## config.mk

```make
export PLATFORM = sky130hd
export DESIGN_NAME = adc_chain_reader
export DESIGN_NICKNAME = d
export VERILOG_FILES = /design/src/rtl/dcr_pkg.sv /design/src/rtl/dcr_sclk_gen.sv /design/src/rtl/dcr_trigger.sv /design/src/rtl/dcr_lane.sv /design/src/rtl/adc_chain_reader.sv
export SDC_FILE = /design/constraint.sdc
export NUM_CORES = 1
export LEC_CHECK = 0
export BUFFER_PORTS_ARGS = -buffer_cell sky130_fd_sc_hd__buf_2
export CAP_MARGIN = 30
export CORE_AREA = 2 2 123 125
export CTS_BUF_LIST = sky130_fd_sc_hd__clkbuf_4 sky130_fd_sc_hd__clkbuf_8 sky130_fd_sc_hd__clkbuf_16
export DETAILED_ROUTE_END_ITERATION = 6
export DIE_AREA = 0 0 125 127
export GPL_TIMING_DRIVEN = 0
export PLACE_DENSITY = 0.64
export SLEW_MARGIN = 20
export SYNTH_ARGS = -nofsm -noshare
export SYNTH_HDL_FRONTEND = slang
export SYNTH_SLANG_ARGS = --single-unit
```

## constraint.sdc

```tcl
create_clock -name clk -period 3.2 [get_ports clk]
set_input_delay 0.32 -clock clk [delete_from_list [all_inputs] [get_ports clk]]
set_output_delay 0.32 -clock clk [all_outputs]
set_load 0.01 [all_outputs]
```

## src/rtl/dcr_pkg.sv

```systemverilog
package dcr_pkg;

    typedef enum logic [2:0] {
        SPD_HIGH,
        SPD_HIRES,
        SPD_LOWPWR_DIV1,
        SPD_LOWPWR_DIV0,
        SPD_LOWSPD_DIV1,
        SPD_LOWSPD_DIV0
    } speed_e;

    typedef enum logic [1:0] {
        PROTO_NONE,
        PROTO_SPI,
        PROTO_FRAME
    } proto_e;

    typedef enum logic [1:0] {
        ST_IDLE,
        ST_FRAME,
        ST_SHIFT
    } rd_state_e;

    // serial clock state plus its edge strobes for the current cycle
    typedef struct packed {
        logic rise;
        logic fall;
        logic sclk;
    } sclk_ev_t;

    // longest chain that fits in one data period at sclk == master clock
    function automatic int max_chain_ch(speed_e m);
        case (m)
            SPD_HIGH:        return 10;
            SPD_HIRES:       return 21;
            SPD_LOWPWR_DIV1: return 21;
            SPD_LOWPWR_DIV0: return 10;
            SPD_LOWSPD_DIV1: return 106;
            SPD_LOWSPD_DIV0: return 21;
            default:         return 0;
        endcase
    endfunction

    function automatic proto_e decode_proto(logic [2:0] code);
        case (code)
            3'b000, 3'b001: return PROTO_SPI;
            3'b011, 3'b100: return PROTO_FRAME;
            default:        return PROTO_NONE;
        endcase
    endfunction

endpackage

```

## src/rtl/dcr_sclk_gen.sv

```systemverilog
module dcr_sclk_gen #(
    parameter int CLK_DIV = 2
) (
    input  logic              clk,
    input  logic              rst,
    input  logic              en,
    output dcr_pkg::sclk_ev_t ev
);
    localparam int CNT_W = (CLK_DIV > 1) ? $clog2(CLK_DIV) : 1;

    logic [CNT_W-1:0] cnt;
    logic             sclk_q;
    logic             tick;

    assign tick = en && (cnt == CNT_W'(CLK_DIV - 1));

    always_ff @(posedge clk) begin
        if (rst || !en) begin
            cnt    <= '0;
            sclk_q <= 1'b0;
        end else if (tick) begin
            cnt    <= '0;
            sclk_q <= ~sclk_q;
        end else begin
            cnt    <= cnt + 1'b1;
        end
    end

    assign ev.rise = tick & ~sclk_q;
    assign ev.fall = tick & sclk_q;
    assign ev.sclk = sclk_q;

endmodule

```

## src/rtl/dcr_trigger.sv

```systemverilog
module dcr_trigger #(
    parameter int FRAME_W = 16
) (
    input  logic                clk,
    input  logic                rst,
    input  dcr_pkg::proto_e     proto,
    input  logic                drdy_n,
    input  logic [FRAME_W-1:0]  frame_cyc,
    output logic                evt
);
    import dcr_pkg::*;

    logic               drdy_q;
    logic [FRAME_W-1:0] ftmr;
    logic               frame_wrap;
    logic               drdy_fall;

    assign frame_wrap = (proto == PROTO_FRAME) && (ftmr == frame_cyc - 1'b1);
    assign drdy_fall  = (proto == PROTO_SPI) && drdy_q && !drdy_n;

    always_ff @(posedge clk) begin
        if (rst) begin
            drdy_q <= 1'b1;
            ftmr   <= '0;
            evt    <= 1'b0;
        end else begin
            drdy_q <= drdy_n;
            ftmr   <= (proto != PROTO_FRAME || frame_wrap) ? '0 : ftmr + 1'b1;
            evt    <= drdy_fall || frame_wrap;
        end
    end

endmodule

```

## src/rtl/dcr_lane.sv

```systemverilog
module dcr_lane #(
    parameter int WORD_W = 24
) (
    input  logic              clk,
    input  logic              rst,
    input  logic              sdi,
    input  logic              take,
    input  logic              last,
    output logic              word_vld,
    output logic [WORD_W-1:0] word
);
    logic [WORD_W-2:0] acc;

    always_ff @(posedge clk) begin
        if (rst) begin
            acc      <= '0;
            word_vld <= 1'b0;
            word     <= '0;
        end else begin
            word_vld <= take && last;
            if (take) begin
                acc <= {acc[WORD_W-3:0], sdi};
            end
            if (take && last) begin
                word <= {acc, sdi};
            end
        end
    end


    vld_single_chk: assert property (@(posedge clk) disable iff (rst)
        word_vld |=> !word_vld);

endmodule

```

## src/rtl/adc_chain_reader.sv

```systemverilog
module adc_chain_reader #(
    parameter int              WORD_W       = 24,
    parameter int              CH_PER_DEV   = 8,
    parameter int              DEVS_PER_SEG = 2,
    parameter int              NUM_SEG      = 2,
    parameter int              CLK_DIV      = 2,
    parameter int              FRAME_W      = 16,
    parameter dcr_pkg::speed_e SPEED        = dcr_pkg::SPD_HIRES,
    localparam int             SEG_CH       = CH_PER_DEV * DEVS_PER_SEG,
    localparam int             CH_W         = (SEG_CH > 1) ? $clog2(SEG_CH) : 1
) (
    input  logic                      clk,
    input  logic                      rst,
    input  logic [2:0]                fmt,
    input  logic                      drdy_n,
    input  logic [FRAME_W-1:0]        frame_cyc,
    input  logic [NUM_SEG-1:0]        sdi,
    output logic                      sclk,
    output logic                      fsync,
    output logic [NUM_SEG-1:0]        word_vld,
    output logic [NUM_SEG*WORD_W-1:0] word_data,
    output logic [CH_W-1:0]           word_ch,
    output logic                      overrun
);
    import dcr_pkg::*;

    localparam int BIT_W  = $clog2(WORD_W);
    localparam int FS_LEN = 2 * CLK_DIV;
    localparam int FS_W   = $clog2(FS_LEN + 1);

    // chain length must fit the data period of the selected mode
    if (SEG_CH > max_chain_ch(SPEED)) begin : g_chain_too_long
        $error("segment channel count exceeds the limit of the speed mode");
    end

    proto_e     proto;
    logic       evt;
    rd_state_e  state;
    sclk_ev_t   sev;
    logic [FS_W-1:0]  fs_cnt;
    logic             fsync_q;
    logic [BIT_W-1:0] bpos;
    logic [CH_W-1:0]  chn;
    logic [CH_W-1:0]  ch_q;
    logic             done_q;
    logic             ovr_q;
    logic             word_end;
    logic             chain_end;

    assign proto = decode_proto(fmt);

    dcr_trigger #(.FRAME_W(FRAME_W)) u_trig (
        .clk       (clk),
        .rst       (rst),
        .proto     (proto),
        .drdy_n    (drdy_n),
        .frame_cyc (frame_cyc),
        .evt       (evt)
    );

    dcr_sclk_gen #(.CLK_DIV(CLK_DIV)) u_sclk (
        .clk (clk),
        .rst (rst),
        .en  (state == ST_SHIFT),
        .ev  (sev)
    );

    assign word_end  = (bpos == BIT_W'(WORD_W - 1));
    assign chain_end = word_end && (chn == CH_W'(SEG_CH - 1));

    always_ff @(posedge clk) begin
        if (rst) begin
            state   <= ST_IDLE;
            fs_cnt  <= '0;
            fsync_q <= 1'b0;
            bpos    <= '0;
            chn     <= '0;
            ch_q    <= '0;
            done_q  <= 1'b0;
            ovr_q   <= 1'b0;
        end else begin
            ovr_q <= evt && (state != ST_IDLE);
            case (state)
                ST_IDLE: begin
                    if (evt) begin
                        bpos   <= '0;
                        chn    <= '0;
                        done_q <= 1'b0;
                        if (proto == PROTO_FRAME) begin
                            state   <= ST_FRAME;
                            fsync_q <= 1'b1;
                            fs_cnt  <= '0;
                        end else begin
                            state <= ST_SHIFT;
                        end
                    end
                end
                ST_FRAME: begin
                    if (fs_cnt == FS_W'(FS_LEN - 1)) begin
                        state   <= ST_SHIFT;
                        fsync_q <= 1'b0;
                    end else begin
                        fs_cnt <= fs_cnt + 1'b1;
                    end
                end
                ST_SHIFT: begin
                    if (sev.rise) begin
                        if (word_end) begin
                            bpos <= '0;
                            ch_q <= chn;
                            if (chain_end) begin
                                done_q <= 1'b1;
                            end else begin
                                chn <= chn + 1'b1;
                            end
                        end else begin
                            bpos <= bpos + 1'b1;
                        end
                    end
                    if (sev.fall && done_q) begin
                        state <= ST_IDLE;
                    end
                end
                default: state <= ST_IDLE;
            endcase
        end
    end

    for (genvar s = 0; s < NUM_SEG; s++) begin : g_lane
        dcr_lane #(.WORD_W(WORD_W)) u_lane (
            .clk      (clk),
            .rst      (rst),
            .sdi      (sdi[s]),
            .take     (sev.rise),
            .last     (word_end),
            .word_vld (word_vld[s]),
            .word     (word_data[s*WORD_W +: WORD_W])
        );
    end

    assign sclk    = sev.sclk;
    assign fsync   = fsync_q;
    assign word_ch = ch_q;
    assign overrun = ovr_q;


    sclk_idle_chk: assert property (@(posedge clk) disable iff (rst)
        (state != ST_SHIFT) |-> !sclk);


    fsync_sclk_excl_chk: assert property (@(posedge clk) disable iff (rst)
        !(fsync && sclk));


    fsync_proto_chk: assert property (@(posedge clk) disable iff (rst)
        $rose(fsync) |-> ($past(proto) == PROTO_FRAME));


    word_sclk_chk: assert property (@(posedge clk) disable iff (rst)
        (|word_vld) |-> sclk);

endmodule

```

==> results of run 1 <==
==> final cells by class <==
cell class,count,share of cell area [%]
multi-input combinational,527,39.7
timing repair buffer,78,5.68
sequential,136,39.6
inverter,9,0.492
buffer,48,2.88
clock inverter,3,0.983
clock buffer,25,7.34
tap,184,3.35
==> power by group <==
group	internal, uW	total [uW]	switching, uW
registers	1700	1700	2.52
logic	40.7	118	77.0
clock network	1230	1900	670
==> per-layer routing <==
metal  share of wire (%)  vias up
met1                  49     2260
met3                 4.3        9
met2                  46       76
met5                   0        -
met4                0.69        0
li1                    -     2599
==> flip-flops by register name (all words and copies together) (netlist names), 2 cells and up <==
register,flops
g_lane.u_lane.acc,46
state,2
bpos,5
g_lane.u_lane.word,48
chn,4
word_ch,4
fs_cnt,3
u_trig.ftmr,16
==> Yosys cell counts, drive strengths merged, types with 2 or more instances <==
cell       n
and3b      2
and2       2
o21ai      2
xor2      20
nor4       4
nand4bb    2
or2        3
ha         6
clkbuf    41
xnor2     16
dfxtp    136
nand2    225
nand4      4
a21oi    122
nor2      29
nand4b     4
nand3     15
nor4b      3
a31oi      5
inv        9
nor3b      4
a21boi     2
and4       2
a2111oi    2
buf        7
nor2b      8
or4        3
a22oi      2
and3       5
nand2b     7
or3        3
nor3      13
==> through the flow <==
| step | cells | setup slack [ns] | power, uW | utilization (%) |
|---|---|---|---|---|
| CTS | 1010 | 0.846 | 3760 | 47.6 |
| global route | 1010 | 0.669 | 3860 | 47.6 |
| finish | 1010 | 0.851 | 3720 | 47.6 |
| floorplan | 720 | 0.857 | 1810 | - |
| global placement | 982 | 0.384 | 1850 | 43.7 |
| detailed placement | 982 | 0.430 | 1860 | 43.7 |
==> logic make-up (layout without fill, tap and decap cells) <==
family	after synthesis	in the layout	share of synthesized area [%]
adders and majority gates	6	6	1.32
xor gates and xnor gates	36	36	5.55
buffers and inverters	57	163	4.07
AOI/OAI and AO/OA	145	145	14.2
DFF	136	136	47.9
and+or+nand+nor	339	339	26.8
muxes	1	1	0.176
==> how the worst min path moves through the flow <==
stage	startpoint	to	cells past startpoint
6_report	drdy_n	u_trig.drdy_q	2
5_1_grt	drdy_n	u_trig.drdy_q	2
4_1_cts	drdy_n	u_trig.drdy_q	2
3_5_place_dp	u_trig.drdy_q	u_trig.evt	2
3_3_place_gp	u_trig.drdy_q	u_trig.evt	2
2_1_floorplan	u_trig.drdy_q	u_trig.evt	2
==> out/metrics.cfg, run 1 <==
[finish]
design_area_sq_um = 6870
fillers = 1450
synthToLayoutAreaGrowth_pct = 21.0
regArea_sq_um = 2720
final_common_cell = nand2_1
n_antenna_cell = 0
layout_common_cells = 225 x nand2_1, 136 x dfxtp_1, 122 x a21oi_1
multiInputGateArea_sq_um = 2730
fin_nets = 847
layout-drive-gt1-share_pct = 14.6

[power_and_ir_drop]
vdd_drop_max_uv = 384
p_leak_uw = 0.00258
powerDensity_nw_per_um2 = 541

[worst_setup_path]
path_depth = 9
reg2reg_to = g_lane[1].u_lane.acc[18]
critPathMaxFanout = 10
path_buf_inv = 3
crit_path_frequent_cell = buf_2
critical_path.startpoint = frame_cyc[0]
r2r_cells = 7
slowest_stage = or4_1
rrSetupSlack_ns = 0.90
start_kind = input pin
cp-endpoint = u_trig.ftmr[14]
cp.required_ns = 3.50
reg2reg_from = state[1]
cp_slowest_stage_delay_ns = 0.55
end_kind = register
path_cells = buf_2 > inv_1 > ha_1 > nor2b_1 > o311a_1 > or4_1 > nor3b_2 > buf_2 > a21oi_1
path_delay_family = simple AND/OR/NAND/NOR gates
cp_data_arrival_time_ns = 2.65
crit_type = in -> reg

[cts]
clk_latency_ns = 0.41
cts_setup_buffers = 0
htree_levels = 4
root_buffer = clkbuf_16
cts-resized-gates = 0
cts_tree = done
cts_made_buffers = 17
cts-hold-fix-buffers = 0
cts.path.max_buffers = 2
cts.sinks = 136
clk_pin_slew_ns = 0.06

[synthesis]
synth_top_cell_area_share_pct = 47.9
netlist_top_cells_area = dfxtp_1 48%, nand2_1 15%, a21oi_1 11%
synth_nets = 750
syn_avg_cell_area_sq_um = 7.89
async_reset_ff_share_pct = 0
syn_inst = 720
synth_enable_flop_cells = 0
syn_area_sq_um = 5680
ys_seq_elements = 136
ys_warn_count = 0
ys_types = 52
ys.flop_type = dfxtp_1
ys_seq_area_share_pct = 47.9
yosys.area.top_type = dfxtp_1

[die]
die_h_um = 127
ioPinCount = 81
rows = 44
dieWidth_um = 125
start_util_pct = 39.4
fp.coreArea_sq_um = 14400
dieArea_sq_um = 15900

[routing]
drt_iter0_markers = 260
routed_via_density = 4.90
drc_errors = 0
first_pass_iters = 4
vias = 4944
drtAntennaViolNets = 0
wirelength_um = 12800
routedWlPerCell_um = 12.7

[placement]
hpwlAfterDp_um = 9090
finalWeightedCongestion = 0.797
port_buffers = 78
placed_area_sq_um = 6300

[sta]
maxSlewViolCount = 0
finalHoldWorstSlack_ns = 0.100
period_minus_slack_ns = 2.35
rsz0062_at_grt = false
worst_pin_slew_ns = 0.607
finalHoldViolations = 0
period_share_pct = 73.4
fmax_ghz = 0.426
fin_worst_skew_ns = 0.00740
relSlewSlack_pct = 59.5
tns_ns = 0
finalSetupViolCount = 0

[global_route]
gr-usage-met1_pct = 22.0
grt_overflow = 0
antenna_found_initial = 0
grt_use_total_pct = 16.8
grt_pass1_vias = 4683
grt_max_degree = 17
grt_pass1_wl_um = 22000
grt_busiest_layer = met2
use_met3_pct = 4.86
met2_usage_pct = 27.1

[job]
drv_cap = 0

[outcome]
status = finished clean

[worst_hold_path]
hold_path.class = in -> reg

Power figures use the tool's default switching activity.
==> run 2, diff against run 1 <==
- PLACE_DENSITY: 0.64 -> 0.66
- clock period: 3.2 -> 2.1 ns (I/O delays scaled with it)
==> run 2 against run 1 <==
Net effect:
- design area increased by 1.5%
- total power grew 57%
- combinational power increased by 53%
- critical path type is now reg -> reg
- largest cell class unchanged
- largest power group unchanged
- highest routed layer unchanged
==> out/metrics.cfg, run 2 (synthesized netlist as in run 1, its figures left out) <==
[outcome]
status = finished clean  ; unchanged

[cts]
cts_made_buffers = 17  ; unchanged
cts.sinks = 136  ; unchanged
htree_levels = 4  ; unchanged
cts_tree = done  ; unchanged
clk_pin_slew_ns = 0.06  ; about the same
root_buffer = clkbuf_16  ; unchanged
clk_latency_ns = 0.41  ; about the same
cts.path.max_buffers = 2  ; unchanged

[worst_setup_path]
cp_data_arrival_time_ns = 2.26  ; was 2.65 ns
start_kind = register  ; was input pin
cp.required_ns = 2.40  ; was 3.50 ns
end_kind = register  ; unchanged
critPathMaxFanout = 10  ; unchanged
crit_type = reg -> reg  ; was in -> reg

[global_route]
antenna_found_initial = 0  ; unchanged
grt_pass1_vias = 4662  ; was 4683
grt_overflow = 0  ; unchanged
grt_max_degree = 17  ; unchanged
grt_pass1_wl_um = 21900  ; was 22000 um
grt_use_total_pct = 16.7  ; was 16.8%

[placement]
hpwlAfterDp_um = 9060  ; was 9090 um
finalWeightedCongestion = 0.788  ; was 0.797
placed_area_sq_um = 6320  ; was 6300 sq um
port_buffers = 78  ; unchanged
dp_slack_ns = -0.406  ; was 0.430 ns

[routing]
drt_iter0_markers = 316  ; was 260
routed_via_density = 4.92  ; was 4.90
wirelength_um = 13000  ; was 12800 um
vias = 4984  ; was 4944
drc_errors = 0  ; unchanged
first_pass_iters = 4  ; unchanged
drtAntennaViolNets = 0  ; unchanged
routedWlPerCell_um = 12.8  ; was 12.7 um

[finish]
top_register = g_lane.u_lane.word  ; unchanged
layout-drive-gt1-share_pct = 17.7  ; was 14.6%
reg_top3 = g_lane.u_lane.word (48), g_lane.u_lane.acc (46), u_trig.ftmr (16)  ; unchanged
n_antenna_cell = 0  ; unchanged
final_common_cell = nand2_1  ; unchanged
largest_register_ffs = 48  ; unchanged
layout_common_cells = 224 x nand2_1, 136 x dfxtp_1, 122 x a21oi_1  ; was 225 x nand2_1, 136 x dfxtp_1, 122 x a21oi_1
design_area_sq_um = 6970  ; was 6870 sq um
synthToLayoutAreaGrowth_pct = 22.8  ; was 21.0%
fin_nets = 847  ; unchanged

[sta]
finalSetupViolCount = 0  ; unchanged
period_minus_slack_ns = 1.96
tns_ns = 0  ; unchanged
fin_ws_ns = 0.143  ; was 0.851 ns
worst_pin_slew_ns = 0.636  ; was 0.607 ns
finalHoldWorstSlack_ns = 0.0550  ; was 0.100 ns
relSlewSlack_pct = 57.6  ; was 59.5%
fin_worst_skew_ns = 0.00917  ; was 0.00740 ns
rsz0062_at_grt = true  ; was false
finalHoldViolations = 0  ; unchanged
fmax_ghz = 0.511
period_share_pct = 93.2
maxSlewViolCount = 0  ; unchanged

[die]
dieWidth_um = 125  ; unchanged
ioPinCount = 81  ; unchanged
dieArea_sq_um = 15900  ; unchanged
die_h_um = 127  ; unchanged
start_util_pct = 39.4  ; unchanged
fp.coreArea_sq_um = 14400  ; unchanged
rows = 44  ; unchanged

[power_and_ir_drop]
seq_power_share_pct = 44.2  ; was 45.7%
fin_total_pwr_uw = 5860  ; was 3720 uW
switching_share_pct = 20.9  ; was 20.1%
p_clk_share_pct = 52.7  ; was 51.2%
p_switching_uw = 1220  ; was 749 uW
powerDensity_nw_per_um2 = 840  ; was 541 nW/um^2
combPwrFrac_pct = 3.1  ; was 3.2%
p_int_uw = 4640  ; was 2970 uW
vdd_drop_max_uv = 627  ; was 384 uV
p_leak_uw = 0.00267  ; was 0.00258 uW

[worst_hold_path]
hold_path.class = in -> reg  ; unchanged

[job]
drv_cap = 0  ; unchanged

[run 2: power groups by stage]
stage               combinational [uW]  clock (uW)  sequential, uW
detailed placement                 182           0            2650
global route                       202        3250            2590
CTS                                184        3130            2590
finish                             181        3090            2590
global placement                   183           0            2650
floorplan                          113           0            2640
[run 2: worst max-delay path, cell delays in order (launching register included)]
cell     delay (ns)
dfxtp_1        0.37
o311a_1        0.37
or4_4          0.55
nor3b_4        0.29
buf_6          0.18
a21oi_1        0.07
[run 2: area by class of cell]
cell class / count / area [sq um]
plain buffers: 44 / 208
clock buffers: 18 / 433
clock inverters: 13 / 180
fillers: 1463 / 7450
inverters: 9 / 33.8
multi-input cells: 527 / 2750
flip-flops and latches: 136 / 2720
well taps: 184 / 230
repair buffers: 82 / 420
[run 2: metrics by stage]
step / std cells / utilization (%)
after global routing: 1013 / 48.4
after CTS: 1013 / 48.1
after detailed placement: 982 / 43.8
after floorplan: 720 / -
final: 1013 / 48.4
after global placement: 982 / 43.8
[run 2: final timing paths]
kind / slack (ns) / depth (start not counted) / from / endpoint
max: 0.14 / 5 / u_trig.ftmr[2] / u_trig.ftmr[14]
min: 0.06 / 2 / drdy_n / u_trig.drdy_q
max reg2reg: 0.14 / 5 / u_trig.ftmr[2] / u_trig.ftmr[14]
min reg2reg: 0.44 / 2 / u_trig.drdy_q / u_trig.evt
[run 2: layer usage]
layer,track usage (%),share of wire [%]
met5,0,0
met4,4.71,0.77
met3,4.06,3.5
met2,27.5,47
met1,21.9,49
[run 2: timing repair]
item,CTS,global route
buffers inserted,0,4
endpoints found under the setup margin,80,99
gates resized for setup,5,23
hold buffers,0,0
pin swaps,0,1
